==> src/rtl/usbh_bup_pkg.sv <==
package usbh_bup_pkg;

  localparam int unsigned ADDR_W = 5;
  localparam int unsigned DATA_W = 8;

  localparam logic [ADDR_W-1:0] REG_OSC_IRQ  = 5'd13;
  localparam logic [ADDR_W-1:0] REG_USB_CTL  = 5'd15;
  localparam logic [ADDR_W-1:0] REG_CPU_CTL  = 5'd16;
  localparam logic [ADDR_W-1:0] REG_PIN_CTL  = 5'd17;
  localparam logic [ADDR_W-1:0] REG_HOST_IRQ = 5'd25;
  localparam logic [ADDR_W-1:0] REG_HOST_IEN = 5'd26;
  localparam logic [ADDR_W-1:0] REG_MODE     = 5'd27;
  localparam logic [ADDR_W-1:0] REG_LINE     = 5'd31;

  localparam logic [DATA_W-1:0] VAL_PIN_CFG  = 8'h18;
  localparam logic [DATA_W-1:0] VAL_RST_SET  = 8'h20;
  localparam logic [DATA_W-1:0] VAL_RST_CLR  = 8'h00;
  localparam logic [DATA_W-1:0] VAL_MODE     = 8'hC1;
  localparam logic [DATA_W-1:0] VAL_CPU_IE   = 8'h01;
  localparam logic [DATA_W-1:0] VAL_HOST_IEN = 8'h20;

  localparam logic [DATA_W-1:0] OSC_IGNORE   = 8'h60;
  localparam logic [DATA_W-1:0] OSC_READY    = 8'h01;
  localparam logic [DATA_W-1:0] LINE_TRIGGER = 8'h30;
  localparam logic [DATA_W-1:0] ACK_MASK     = 8'h19;

  typedef enum logic [3:0] {
    ST_IDLE,
    ST_PIN,
    ST_RST_SET,
    ST_RST_CLR,
    ST_OSC,
    ST_WAIT,
    ST_MODE,
    ST_CPU,
    ST_IEN,
    ST_RUN,
    ST_LINE,
    ST_ACK,
    ST_FAIL
  } bup_state_e;

  typedef struct packed {
    logic              req;
    logic              we;
    logic [ADDR_W-1:0] addr;
    logic [DATA_W-1:0] wdata;
  } bus_op_t;

endpackage

==> src/rtl/bup_wait_timer.sv <==
module bup_wait_timer #(
  parameter int unsigned PRESCALE   = 2,
  parameter int unsigned WAIT_TICKS = 2
) (
  input  logic clk_i,
  input  logic rst_ni,
  input  logic en_i,
  output logic expired_o
);

  localparam int unsigned PW = (PRESCALE > 1) ? $clog2(PRESCALE) : 1;
  localparam int unsigned TW = (WAIT_TICKS > 1) ? $clog2(WAIT_TICKS) : 1;

  logic [PW-1:0] pre_q;
  logic [TW-1:0] tick_q;
  logic          pre_wrap;

  assign pre_wrap  = (pre_q == PW'(PRESCALE - 1));
  assign expired_o = en_i & pre_wrap & (tick_q == TW'(WAIT_TICKS - 1));

  // counters restart from zero on every entry to the wait
  always_ff @(posedge clk_i or negedge rst_ni) begin
    if (!rst_ni) begin
      pre_q  <= '0;
      tick_q <= '0;
    end else if (!en_i) begin
      pre_q  <= '0;
      tick_q <= '0;
    end else if (pre_wrap) begin
      pre_q  <= '0;
      tick_q <= tick_q + 1'b1;
    end else begin
      pre_q  <= pre_q + 1'b1;
    end
  end

endmodule

==> src/rtl/bup_retry_cnt.sv <==
module bup_retry_cnt #(
  parameter int unsigned NUM_TRIES = 4
) (
  input  logic clk_i,
  input  logic rst_ni,
  input  logic clr_i,
  input  logic inc_i,
  output logic last_o
);

  localparam int unsigned CW = $clog2(NUM_TRIES + 1);

  logic [CW-1:0] cnt_q;

  // high while the attempt in flight is the final permitted one
  assign last_o = (cnt_q == CW'(NUM_TRIES - 1));

  always_ff @(posedge clk_i or negedge rst_ni) begin
    if (!rst_ni)     cnt_q <= '0;
    else if (clr_i)  cnt_q <= '0;
    else if (inc_i)  cnt_q <= cnt_q + 1'b1;
  end

endmodule

==> src/rtl/bup_step_dec.sv <==
module bup_step_dec
  import usbh_bup_pkg::*;
(
  input  bup_state_e        state_i,
  input  logic [DATA_W-1:0] ack_data_i,
  output bus_op_t           op_o
);

  always_comb begin
    op_o = '0;
    unique case (state_i)
      ST_PIN:     op_o = '{req: 1'b1, we: 1'b1, addr: REG_PIN_CTL,  wdata: VAL_PIN_CFG};
      ST_RST_SET: op_o = '{req: 1'b1, we: 1'b1, addr: REG_USB_CTL,  wdata: VAL_RST_SET};
      ST_RST_CLR: op_o = '{req: 1'b1, we: 1'b1, addr: REG_USB_CTL,  wdata: VAL_RST_CLR};
      ST_OSC:     op_o = '{req: 1'b1, we: 1'b0, addr: REG_OSC_IRQ,  wdata: '0};
      ST_MODE:    op_o = '{req: 1'b1, we: 1'b1, addr: REG_MODE,     wdata: VAL_MODE};
      ST_CPU:     op_o = '{req: 1'b1, we: 1'b1, addr: REG_CPU_CTL,  wdata: VAL_CPU_IE};
      ST_IEN:     op_o = '{req: 1'b1, we: 1'b1, addr: REG_HOST_IEN, wdata: VAL_HOST_IEN};
      ST_LINE:    op_o = '{req: 1'b1, we: 1'b0, addr: REG_LINE,     wdata: '0};
      ST_ACK:     op_o = '{req: 1'b1, we: 1'b1, addr: REG_HOST_IRQ, wdata: ack_data_i};
      default:    op_o = '0;
    endcase
  end

endmodule

==> src/rtl/usbh_bringup_seq.sv <==
module usbh_bringup_seq
  import usbh_bup_pkg::*;
#(
  parameter int unsigned NUM_TRIES  = 1024,
  parameter int unsigned PRESCALE   = 250,
  parameter int unsigned WAIT_TICKS = 3000
) (
  input  logic              clk_i,
  input  logic              rst_ni,
  input  logic              start_i,
  input  logic              int_i,
  output logic              req_o,
  output logic              we_o,
  output logic [ADDR_W-1:0] addr_o,
  output logic [DATA_W-1:0] wdata_o,
  input  logic              done_i,
  input  logic [DATA_W-1:0] status_i,
  input  logic [DATA_W-1:0] rdata_i,
  output logic              ready_o,
  output logic              fail_o,
  output logic [DATA_W-1:0] line_status_o
);

  bup_state_e        state_q, state_d;
  bus_op_t           op;
  logic              acc_done;
  logic              osc_ok;
  logic              start_ok;
  logic              wait_exp;
  logic              last_try;
  logic              osc_fail;
  logic [DATA_W-1:0] last_stat_q;
  logic [DATA_W-1:0] line_q;
  logic [DATA_W-1:0] ack_data;

  assign acc_done = op.req & done_i;
  assign osc_ok   = ((rdata_i & ~OSC_IGNORE) == OSC_READY);
  assign start_ok = start_i & ((state_q == ST_IDLE) | (state_q == ST_FAIL));
  assign osc_fail = (state_q == ST_OSC) & done_i & ~osc_ok;
  assign ack_data = last_stat_q & ACK_MASK;

  bup_step_dec i_step_dec (
    .state_i    (state_q),
    .ack_data_i (ack_data),
    .op_o       (op)
  );

  bup_wait_timer #(
    .PRESCALE   (PRESCALE),
    .WAIT_TICKS (WAIT_TICKS)
  ) i_wait_timer (
    .clk_i     (clk_i),
    .rst_ni    (rst_ni),
    .en_i      (state_q == ST_WAIT),
    .expired_o (wait_exp)
  );

  bup_retry_cnt #(
    .NUM_TRIES (NUM_TRIES)
  ) i_retry_cnt (
    .clk_i  (clk_i),
    .rst_ni (rst_ni),
    .clr_i  (start_ok),
    .inc_i  (osc_fail),
    .last_o (last_try)
  );

  always_comb begin
    state_d = state_q;
    unique case (state_q)
      ST_IDLE, ST_FAIL: if (start_ok) state_d = ST_PIN;
      ST_PIN:     if (acc_done) state_d = ST_RST_SET;
      ST_RST_SET: if (acc_done) state_d = ST_RST_CLR;
      ST_RST_CLR: if (acc_done) state_d = ST_OSC;
      ST_OSC: begin
        if (acc_done) begin
          if (osc_ok)        state_d = ST_MODE;
          else if (last_try) state_d = ST_FAIL;
          else               state_d = ST_WAIT;
        end
      end
      ST_WAIT:    if (wait_exp) state_d = ST_OSC;
      ST_MODE:    if (acc_done) state_d = ST_CPU;
      ST_CPU:     if (acc_done) state_d = ST_IEN;
      ST_IEN:     if (acc_done) state_d = ST_RUN;
      ST_RUN: begin
        if (int_i) state_d = ((last_stat_q & LINE_TRIGGER) != '0) ? ST_LINE : ST_ACK;
      end
      ST_LINE:    if (acc_done) state_d = ST_ACK;
      ST_ACK:     if (acc_done) state_d = ST_RUN;
      default:    state_d = ST_IDLE;
    endcase
  end

  always_ff @(posedge clk_i or negedge rst_ni) begin
    if (!rst_ni) state_q <= ST_IDLE;
    else         state_q <= state_d;
  end

  always_ff @(posedge clk_i or negedge rst_ni) begin
    if (!rst_ni)       last_stat_q <= '0;
    else if (acc_done) last_stat_q <= status_i;
  end

  always_ff @(posedge clk_i or negedge rst_ni) begin
    if (!rst_ni)                             line_q <= '0;
    else if (acc_done && state_q == ST_LINE) line_q <= rdata_i;
  end

  assign req_o         = op.req;
  assign we_o          = op.we;
  assign addr_o        = op.addr;
  assign wdata_o       = op.wdata;
  assign ready_o       = (state_q == ST_RUN) | (state_q == ST_LINE) | (state_q == ST_ACK);
  assign fail_o        = (state_q == ST_FAIL);
  assign line_status_o = line_q;

endmodule

==> config.mk <==
export PLATFORM = sky130hd
export DESIGN_NAME = usbh_bringup_seq
export DESIGN_NICKNAME = d
export VERILOG_FILES = /design/src/rtl/usbh_bup_pkg.sv /design/src/rtl/bup_wait_timer.sv /design/src/rtl/bup_retry_cnt.sv /design/src/rtl/bup_step_dec.sv /design/src/rtl/usbh_bringup_seq.sv
export SDC_FILE = /design/constraint.sdc
export NUM_CORES = 1
export LEC_CHECK = 0
export BUFFER_PORTS_ARGS = -buffer_cell sky130_fd_sc_hd__buf_2
export CORE_ASPECT_RATIO = 1.5
export CORE_MARGIN = 4
export CORE_UTILIZATION = 40
export DETAILED_ROUTE_END_ITERATION = 16
export GPL_TIMING_DRIVEN = 1
export PLACE_DENSITY = 0.7
export SLEW_MARGIN = 10
export SYNTH_ARGS = -nofsm -noshare
export SYNTH_HDL_FRONTEND = slang
export SYNTH_SLANG_ARGS = --single-unit
==> constraint.sdc <==
create_clock -name clk_i -period 3.92 [get_ports clk_i]
set_input_delay 0.196 -clock clk_i [delete_from_list [all_inputs] [get_ports clk_i]]
set_output_delay 0.196 -clock clk_i [all_outputs]
set_load 0.02 [all_outputs]
# Yosys cells after proc, flatten, opt, wreduce, memory -nomap -nowiden
# Index checks and enable logic that the tools add are counted.
[word_totals]
register_bits = 49
out_inout_bits = 25
inputBits = 21
[op_classes]
add_sub_neg = 3
reduce_logical = 7
n_mux = 22
n_eq_ne = 28
bitwise = 10
[op_table]
columns = ["cell", "n"]
rows = [
  ["$pmux W15 S9", 1],
  ["$mux W4", 13],
  ["$pmux W4 S11", 1],
  ["$mux W12", 2],
  ["$mux W11", 2],
  ["$eq A4 B4 Y1 const B", 5],
  ["$ne A2 B2 Y1 const B", 10],
  ["$eq A4 B3 Y1 const B", 4],
  ["$mux W8", 2],
  ["$add A12 B1 Y12 const B", 1],
  ["$eq A12 B12 Y1 const B", 1],
  ["$add A11 B1 Y11 const B", 1],
  ["$eq A11 B10 Y1 const B", 1],
  ["$reduce_and A11 Y1", 1],
  ["$add A8 B1 Y8 const B", 1],
  ["$eq A4 B2 Y1 const B", 2],
  ["$eq A8 B8 Y1 const B", 1],
  ["$reduce_bool A8 Y1", 1],
  ["$and A1 B1 Y1", 6],
  ["$eq A6 B1 Y1 const B", 1],
  ["$eq A4 B1 Y1 const B", 1],
  ["$logic_not A4 Y1", 1],
  ["$ne A2 B1 Y1 const B", 2],
  ["$reduce_or A2 Y1", 2],
  ["5 further kinds", 7],
]

# Longest topological paths before layout
# Gate-level depths: netlist of the first run.
[logic_depth]
depth_word = 5
ltp_mapped = 7

# Cells and area by module
# A second synthesis of the first run with hierarchy kept.
[hier_totals]
cells_unflattened = 305
hier_area_um2 = 2827.7
[modules_own_cells]
columns = ["module", "cells_per_inst", "n_inst", "area_each_um2", "seq_area_each_um2"]
rows = [
  ["bup_wait_timer", 105, 1, 1017.2, 500.5],
  ["usbh_bringup_seq", 99, 1, 957.2, 400.4],
  ["bup_retry_cnt", 56, 1, 555.5, 275.3],
  ["bup_step_dec", 45, 1, 297.8, 0.0],
]

# Worst setup path after synthesis of the first run
# No wires, ideal clock.
[synth_timing]
kind = "register -> register"
from = "reg state_q[1]"
to = "reg i_retry_cnt.cnt_q[6]"
arrival_ns = 1.796
path_buffers = 1
slack_ns = 2.046
period_less_slack_ns = 1.874
path_stages_with_launch = 6
required_ns = 3.842
cell_sequence = "dfrtp_1 or4b_4 a211o_1 buf_6 or3_1 a21oi_1"
[synth_between]
elab_chain_len = 4
word_cells_on_any_way = 9
classes_between = "eq/ne: 2; mux: 1; bitwise: 4; reduce/logical: 2"
[synth_lines]
columns = ["item", "line_no", "rtl"]
rows = [
  ["start: declaration", "usbh_bringup_seq.sv:24", "bup_state_e state_q, state_d;"],
  ["start signal: assignment", "usbh_bringup_seq.sv:97", "else state_q <= state_d;"],
  ["$eq A4 B4 Y1 (tied with other cells)", "usbh_bringup_seq.sv:38", "assign start_ok = start_i & ((state_q == ST_IDLE) | (state_q == ST_FAIL));"],
  ["$or A1 B1 Y1 or $and A1 B1 Y1 (tied branches)", "usbh_bringup_seq.sv:38, usbh_bringup_seq.sv:39", ""],
  ["$and A1 B1 Y1, on equally long branches", "usbh_bringup_seq.sv:38, usbh_bringup_seq.sv:39", ""],
  ["$mux W11 or $reduce_bool A2 Y1 (tied branches)", "--", ""],
  ["end signal: assignment", "bup_retry_cnt.sv:21", "else if (inc_i) cnt_q <= cnt_q + 1'b1;"],
  ["end: declaration", "bup_retry_cnt.sv:13", "logic [CW-1:0] cnt_q;"],
]
# Several ways; a longest one is shown, not always the timed one.
# A chain may end at the register's enable or synchronous reset.

# Worst setup path in the final report of the first run
[layout_timing]
from = "reg state_q[0]"
to = "reg i_retry_cnt.cnt_q[5]"
# Same word-level chain as after synthesis.

==> impl_metrics.toml, run 1 <==
[setup_path]
crit_type = "register to register"
worstPathRequired_ns = 4.11
cp_max_fo = 26
arrival_ns = 2.54
cp-start-kind = "register"
endpoint_kind = "register"

[yosys]
postSynthAreaPerCell_um2 = 9.57
netlist_area_um2 = 2560
synth_flop_cell = "dfrtp_1"
ys_seq_elements = 47
yosys_warnings = 0
ys_seq_area_share_pct = 45.9
yosys.area.top_type = "dfrtp_1"
synthArstFlopShare_pct = 100
yosysUniqueCellTypes = 42
synth_cells = 268
synth_top_cell_area_share_pct = 45.9
ys_top_cells_by_area = "dfrtp_1 46%, mux2_2 6.6%, nor2_1 5.6%"
synth_edf_count = 0

[clock_tree]
cts_setup_buffers = 0
clockBufferDepth = 2
clock-root-buffer = "clkbuf_8"
ctsResizeCount = 0
cts_sinks = 47
cts_tree = "done"
clk_latency_ns = 0.31
htree_levels = 2
clk_pin_slew_worst_paths_ns = 0.10
cts_hold_buf = 0
cts-buffers-inserted = 5

[route]
wl_per_cell_um = 13.9
drt-initial-drc-count = 167
ant_nets = 0
routed_wl_mm = 5.21
wl_met3_um = 146
drcViolationCount = 0
firstDrtPassIters = 4
dr.max_layer_used = "met4"
avgViaCountPerCell = 5.41
dr_wl_met2_mm = 2.89
wl_met1_mm = 2.03
vias = 2029

[min_path]
hold_path.class = "input pin to asynchronous set/reset pin"

[timing]
timing.final.crit_share_pct = 60.1
skew_ns = 0.0142
drv_slew = 0
finalSetupTns_ns = 0
finalWorstSetupSlack_ns = 1.57
finalSetupViolations = 0
fmax_mhz = 425
tightest_slew_ns = 1.00
maxSlewHeadroom_pct = 33.4
hold_viol = 0
rsz0062_at_grt = "no"
finalCriticalPeriod_ns = 2.35

[final_layout]
drive_gt1_share_pct = 21.9
final_area_um2 = 2870
n_antenna_cell = 0
final_common_cell = "dfrtp_1"
area_growth_pct = 11.9
nNetsFinal = 325
final_cell_mix = "47 x dfrtp_1, 39 x buf_2, 38 x nor2_1"
finish.utilization_pct = 46.5

[place]
place_area_um2 = 2780
io_buffer_count = 39
place_hpwl_mm = 3.87
place_congestion = 0.814
pre_cts_ws_ns = 1.59

[floorplanning]
design.die.area_um2 = 7780
num_rows = 35
die_w_um = 73.4
die_y_um = 106
start_util_pct = 41.5
io_pins = 46
core-area_um2 = 6170

[global_route]
antenna_found_initial = 0
grt_max_degree = 48
grt_pass1_wl_mm = 9.07
groute.usage.overall_pct = 14.5
grt_overflow = 0
grt_pass1_vias = 2025

[flow_run]
maxCapViolCount = 0

[power_and_ir_drop]
vdd_drop_max_mv = 0.196
p_leak_nw = 1.28
p_per_area_nw_per_um2 = 635

[status]
status = "finished clean"
cells in the mapped netlist (3+ instances only):
cell      number
mux2_2        15
dfrtp_1       47
nor2_1        38
and2_1         4
nor4b_1        3
or3_1          3
xor2_1        14
nand3_1       16
nor3_1         7
a21oi_1        8
buf_1          3
nand2b_1       4
and3_1         6
xnor2_1       13
and4_1         4
nand2_1       17
inv_1          8
buf_4          4
clkbuf_1       7
nand4_1        6
ha_1           4
o21ai_0       13
registers in the layout (all words and copies together), names as in the netlist:
signal	count
i_wait_timer.tick_q	12
i_retry_cnt.cnt_q	11
i_wait_timer.pre_q	8
line_status_o	8
last_stat_q	4
state_q	4
report_power, final:
group	internal, mW	leakage [nW]	switching (mW)
clock	0.128	0.0485	0.169
sequential	0.586	0.626	0.152
combinational	0.316	0.606	0.469
total	1.03	1.28	0.790
kinds of logic after synthesis:
logic type,synth area share [%]
and+or+nand+nor,23.4
AOI/OAI and AO/OA,8.24
buffers and inverters,4.24
DFF,45.9
adders and majority gates,1.95
muxes,6.98
other,0.146
xor gates and xnor gates,9.22
worst max-delay path, cell delays in order, from the launching register on:
cell and delay [ns]:
dfrtp_1 0.66, or4b_4 0.66, a2111oi_2 0.50, nand4_1 0.17, xor2_1 0.18, nor2_1 0.07
per-layer routing:
layer,vias up,GRT usage [%]
met5,-,0
met4,0,6.09
met3,9,2.65
met2,20,26.2
met1,1006,16.1
li1,994,-
area by class of cell:
class                   instances  area, µm²
fillers                       595       3310
multi-input cells             199       1280
flip-flops and latches         47       1180
repair buffers                 39        195
well taps                      74       92.6
clock buffers                   5       68.8
inverters                       8       30.0
clock inverters                 3       22.5
worst paths after layout:
| path | end | cells past startpoint | start | slack (ns) |
|---|---|---|---|---|
| max | i_retry_cnt.cnt_q[5]$_DFFE_PN0P_ | 5 | state_q[0]$_DFFE_PN0P_ | 1.57 |
| min | line_status_o[2]$_DFFE_PN0P_ | 1 | rst_ni | 0.05 |
| max reg2reg | i_retry_cnt.cnt_q[5]$_DFFE_PN0P_ | 5 | state_q[0]$_DFFE_PN0P_ | 1.57 |
| min reg2reg | last_stat_q[5]$_DFFE_PN0P_ | 1 | last_stat_q[5]$_DFFE_PN0P_ | 0.50 |
| max in group asynchronous | state_q[3]$_DFFE_PN0P_ | 1 | rst_ni | 3.24 |
| min in group clk_i | line_status_o[5]$_DFFE_PN0P_ | 2 | rdata_i[5] | 0.12 |
through the flow:
| stage | instances | hold slack [ns] | total power [mW] |
|---|---|---|---|
| 3_3_place_gp | 367 | 0.429 | 1.52 |
| 5_1_grt | 375 | 0.112 | 1.95 |
| 6_report | 375 | 0.0462 | 1.82 |
| 2_1_floorplan | 269 | -0.0996 | 1.31 |
| 3_5_place_dp | 367 | 0.436 | 1.54 |
| 4_1_cts | 375 | 0.0955 | 1.84 |
Power figures use the tool's default switching activity.
==> inputs of run 2 (changes only) <==
Settings changed: ABC_AREA set to 1, PLACE_DENSITY 0.7 to 0.72.
Clock period 3.92 ns to 2.1 ns, I/O delays scaled along.
==> impl_metrics.toml, run 2 <==
[status]
status = "finished clean"

[clock_tree]
clk_latency_ns = 0.30
clock-root-buffer = "clkbuf_8"
cts-buffers-inserted = 5
htree_levels = 2
cts_tree = "done"
clk_pin_slew_worst_paths_ns = 0.08
clockBufferDepth = 2
cts_sinks = 47

[global_route]
grt_pass1_vias = 2513
grt_pass1_wl_mm = 10.9
groute.usage.overall_pct = 15.7
antenna_found_initial = 0
grt_max_degree = 48
grt_overflow = 0

[floorplanning]
die_w_um = 76.0
num_rows = 36
core-area_um2 = 6620
die_y_um = 110
start_util_pct = 41.9
io_pins = 46
design.die.area_um2 = 8360

[yosys]
ys_seq_area_share_pct = 42.4
synth_flop_cell = "dfrtp_1"
synth_most_common_cell = "nand2_1"
synth_top_cell_area_share_pct = 42.4
netlist_area_um2 = 2770
synthArstFlopShare_pct = 100
ys_top_cells_by_area = "dfrtp_1 42%, nand2_1 15%, nand3_1 6.3%"
yosys.area.top_type = "dfrtp_1"
postSynthAreaPerCell_um2 = 7.24
yosysUniqueCellTypes = 31
synth_cells = 383
synth_commonest_cells = "108 x nand2_1, 47 x dfrtp_1, 45 x nor2_1"
ys_seq_elements = 47
yosys_warnings = 0
synth_edf_count = 0

[route]
drcViolationCount = 0
vias = 2551
wl_per_cell_um = 12.3
routed_wl_mm = 6.17
firstDrtPassIters = 4
ant_nets = 0
avgViaCountPerCell = 5.07
drt-initial-drc-count = 91

[final_layout]
final_area_um2 = 3180
top_regs = "i_wait_timer.tick_q: 12 flops, i_retry_cnt.cnt_q: 11 flops"
area_growth_pct = 14.5
final_common_cell = "nand2_1"
top_register = "i_wait_timer.tick_q"
final_cell_mix = "108 x nand2_1, 47 x dfrtp_1, 44 x nor2_1"
largest_reg_flops = 12
n_antenna_cell = 0
drive_gt1_share_pct = 19.2
nNetsFinal = 451

[power_and_ir_drop]
p_sw_share_pct = 43.3
switchingPower_mw = 1.57
p_per_area_nw_per_um2 = 1150
p_leak_nw = 1.66
intPower_mw = 2.06
pwr-share-seq_pct = 33.7
pwr-share-clk_pct = 21.2
p_comb_share_pct = 45.1
vdd_drop_max_mv = 0.822

[setup_path]
arrival_ns = 1.75
worstPathRequired_ns = 2.00
r2r_start = "i_wait_timer.pre_q[1]$_DFF_PN0_"
cp_max_fo = 7
reg2regPathDepth = 9
cp-start-kind = "register"
crit_type = "register to primary output"
r2r_slack_ns = 0.29
endpoint_kind = "primary output"
crit_end = "addr_o[0]"
crit_start = "state_q[1]$_DFFE_PN0P_"
rr_endpoint = "i_wait_timer.tick_q[9]$_DFFE_PN0P_"

[place]
io_buffer_count = 39
place_congestion = 0.926
place_hpwl_mm = 4.80
pre_cts_ws_ns = 0.315
place_area_um2 = 3030

[timing]
skew_ns = 0.0120
rsz0062_at_grt = "no"
fmax_mhz = 540
drv_slew = 0
maxSlewHeadroom_pct = 60.6
finalSetupViolations = 0
finalCriticalPeriod_ns = 1.85
tightest_slew_ns = 0.591
hold_viol = 0
finalWorstSetupSlack_ns = 0.249
timing.final.crit_share_pct = 88.2
finalSetupTns_ns = 0

[min_path]
hold_path.class = "input pin to register"

[flow_run]
maxCapViolCount = 0
## run 2: worst max-delay path, cell delays in order, from the launching register on
cell and delay (ns):
dfrtp_1 0.49, inv_2 0.14, nor2_2 0.16, inv_2 0.08, nor2_2 0.21, nor2_1 0.09, o211ai_1 0.09, buf_2 0.20
## run 2: cell families after synthesis
family / share of synthesized area [%]
buffers and inverters: 9.16
AO/OA/AOI/OAI: 9.88
AND/OR/NAND/NOR: 35.3
flip-flops: 42.4
adder cells (fa/ha/maj): 1.81
XOR/XNOR: 1.26
other: 0.135
## run 2: power groups by stage
| stage | sequential (mW) | clock, mW | combinational [mW] |
|---|---|---|---|
| after CTS | 1.22 | 0.793 | 1.65 |
| final | 1.23 | 0.772 | 1.64 |
| after floorplan | 1.30 | 0 | 1.09 |
| after global routing | 1.25 | 0.830 | 1.84 |
| after global placement | 1.24 | 0 | 1.62 |
| after detailed placement | 1.24 | 0 | 1.65 |
## run 2: how the worst min path moves through the flow
stage / from / cells past startpoint / slack, ns / endpoint
floorplan: rst_ni / 0 / -0.19 / i_retry_cnt.cnt_q[0]$_DFFE_PN0P_
global placement: rst_ni / 2 / 0.24 / i_wait_timer.pre_q[5]$_DFF_PN0_
detailed placement: rst_ni / 2 / 0.24 / i_wait_timer.pre_q[5]$_DFF_PN0_
CTS: status_i[0] / 3 / 0.002 / last_stat_q[0]$_DFFE_PN0P_
global route: status_i[3] / 3 / 0.01 / last_stat_q[3]$_DFFE_PN0P_
finish: status_i[0] / 3 / 0.007 / last_stat_q[0]$_DFFE_PN0P_
## run 2: final cells by class
type / count / area, µm²
clock buffers: 6 / 72.6
clock inverters: 2 / 60.1
fillers: 644 / 3450
inverters: 52 / 195
multi-input cells: 277 / 1350
flip-flops and latches: 47 / 1180
well taps: 76 / 95.1
repair buffers: 43 / 228
## run 2: through the flow
stage / util [%] / std cells / power [mW] / hold slack (ns)
after floorplan: - / 384 / 2.39 / -0.191
after global placement: 45.8 / 494 / 2.85 / 0.238
final: 48.0 / 503 / 3.64 / 0.00717
after global routing: 48.0 / 503 / 3.92 / 0.0129
after detailed placement: 45.8 / 494 / 2.89 / 0.237
after CTS: 47.9 / 503 / 3.67 / 0.00201
## run 2: repair_timing
item / in CTS / in global routing
setup buffers: 0 / 0
hold buffers: 1 / 0
hold endpoints to repair: 47 / 0
gates resized for setup: 0 / 1
endpoints found under the setup margin: 0 / 2
## run 2: per-layer routing
| metal | track usage (%) | wire, µm |
|---|---|---|
| met1 | 17.7 | 2610 |
| met2 | 28.7 | 3150 |
| met3 | 3.44 | 261 |
| met4 | 6.23 | 139 |
| met5 | 0 | 0 |
==> inputs of run 3 (changes only) <==
--- a/config.mk
+++ b/config.mk
@@ -9,2 +9,3 @@
 export BUFFER_PORTS_ARGS = -buffer_cell sky130_fd_sc_hd__buf_2
+export CAP_MARGIN = 15
 export CORE_ASPECT_RATIO = 1.5
--- a/constraint.sdc
+++ b/constraint.sdc
@@ -3,2 +3,2 @@
 set_output_delay 0.105 -clock clk_i [all_outputs]
-set_load 0.02 [all_outputs]
+set_load 0.05 [all_outputs]
==> impl_metrics.toml, run 3 (synthesis results as in run 2) <==
[global_route]
grt_pass1_wl_mm = 11.1
grt_pass1_vias = 2563
grt_overflow = 0
antenna_found_initial = 0
grt_max_degree = 48
groute.usage.overall_pct = 16.1

[clock_tree]
htree_levels = 2
cts_sinks = 47
cts_tree = "done"
cts-buffers-inserted = 5
clk_latency_ns = 0.31
clock-root-buffer = "clkbuf_8"
clk_pin_slew_worst_paths_ns = 0.09
clockBufferDepth = 2

[flow_run]
maxCapViolCount = 0

[timing]
drv_slew = 0
tightest_slew_ns = 0.604
finalSetupViolations = 0
finalSetupTns_ns = 0
fmax_mhz = 514
maxSlewHeadroom_pct = 59.7
finalCriticalPeriod_ns = 1.94
skew_ns = 0.00737
rsz0062_at_grt = "no"
timing.final.crit_share_pct = 92.6
hold_viol = 0

[power_and_ir_drop]
pwr-share-seq_pct = 29.4
pwr-share-clk_pct = 19.0
switchingPower_mw = 2.12
intPower_mw = 2.08
p_leak_nw = 1.67
p_comb_share_pct = 51.7
vdd_drop_max_mv = 1.04
p_per_area_nw_per_um2 = 1310
total_power_mw = 4.20
p_sw_share_pct = 50.5

[place]
place_congestion = 0.868
place_area_um2 = 3030
dp_cells = 494
place_hpwl_mm = 4.77
io_buffer_count = 39

[final_layout]
area_growth_pct = 15.7
largest_reg_flops = 12
n_antenna_cell = 0
final_common_cell = "nand2_1"
drive_gt1_share_pct = 19.3
final_cell_mix = "108 x nand2_1, 46 x dfrtp_1, 44 x nor2_1"
final_area_um2 = 3210
top_register = "i_wait_timer.tick_q"
layoutNonFillerInstCount = 506
nNetsFinal = 454
top_regs = "i_wait_timer.tick_q: 12 flops, i_retry_cnt.cnt_q: 11 flops"

[setup_path]
endpoint_kind = "primary output"
crit_type = "register to primary output"
worstPathRequired_ns = 2.00
cp_slowest_cell = "dfrtp_1"
arrival_ns = 1.84
path_cells = "inv_2, nor2_4, nand2_1, o221ai_1, buf_2"
cp_slowest_stage_delay_ns = 0.54
cp-start-kind = "register"
cp_max_fo = 8

[floorplanning]
start_util_pct = 41.9
num_rows = 36
io_pins = 46
die_y_um = 110
die_w_um = 76.0
design.die.area_um2 = 8360
core-area_um2 = 6620

[route]
drt-initial-drc-count = 124
vias = 2577
firstDrtPassIters = 4
avgViaCountPerCell = 5.09
wl_per_cell_um = 12.5
routed_wl_mm = 6.32
drcViolationCount = 0
ant_nets = 0

[min_path]
hold_path.class = "input pin to register"

[status]
status = "finished clean"
## run 3: path summary, 6_finish.rpt
check,end,depth (start not counted),startpoint,slack [ns]
min in group asynchronous,i_wait_timer.pre_q[4]$_DFF_PN0_,3,rst_ni,0.41
worst min register to register,i_wait_timer.pre_q[7]$_DFF_PN0_,1,i_wait_timer.pre_q[7]$_DFF_PN0_,0.47
worst max-delay path,we_o,5,state_q[3]$_DFFE_PN0P_,0.16
max in group asynchronous,state_q[1]$_DFFE_PN0P_,3,rst_ni,1.23
worst max register to register,line_status_o[2]$_DFFE_PN0P_,9,state_q[3]$_DFFE_PN0P_,0.30
worst min-delay path,last_stat_q[3]$_DFFE_PN0P_,3,status_i[3],0.01
## run 3: power groups by stage
| stage | Sequential, mW | Clock (mW) | Combinational, mW |
|---|---|---|---|
| floorplan | 1.47 | 0 | 1.44 |
| global placement | 1.24 | 0 | 2.14 |
| detailed placement | 1.25 | 0 | 2.16 |
| CTS | 1.23 | 0.817 | 2.17 |
| global route | 1.25 | 0.844 | 2.36 |
| finish | 1.23 | 0.797 | 2.17 |
## run 3: what timing repair did
item,in CTS,in global routing
endpoints found under the setup margin,0,1
hold buffers,4,0
setup buffers,0,0
gates resized for setup,0,2
endpoints found under the hold margin,50,0
## run 3: routing by layer
metal	part of all wire, %	GRT usage [%]	vias to the layer above
li1	-	-	1315
met1	42	17.4	1207
met2	53	30.8	46
met3	3.2	2.87	9
met4	1.6	5.98	0
met5	0	0	-
## run 3: worst max-delay path: cells and delay by family (launching register included)
family          cells  cell delay (ns)
buf+inv             2             0.43
simple gates        2             0.31
flops               1             0.54
compound gates      1             0.24
## run 3: cell type report
cell class	instances	area (µm²)
clock inverter	2	60.1
sequential	47	1180
tap	76	95.1
inverter	52	195
fill	646	3410
timing repair buffer	46	260
multi-input combinational	277	1350
clock buffer	6	72.6
## run 3: metrics by stage
| step | utilization, % | worst slack, ns | hold slack [ns] |
|---|---|---|---|
| final | 48.5 | 0.156 | 0.0118 |
| after global routing | 48.5 | 0.0400 | 0.0243 |
| after CTS | 48.4 | 0.120 | 0.00811 |
| after detailed placement | 45.8 | 0.335 | 0.244 |
| after global placement | 45.8 | 0.347 | 0.238 |
| after floorplan | - | 0.194 | -0.191 |
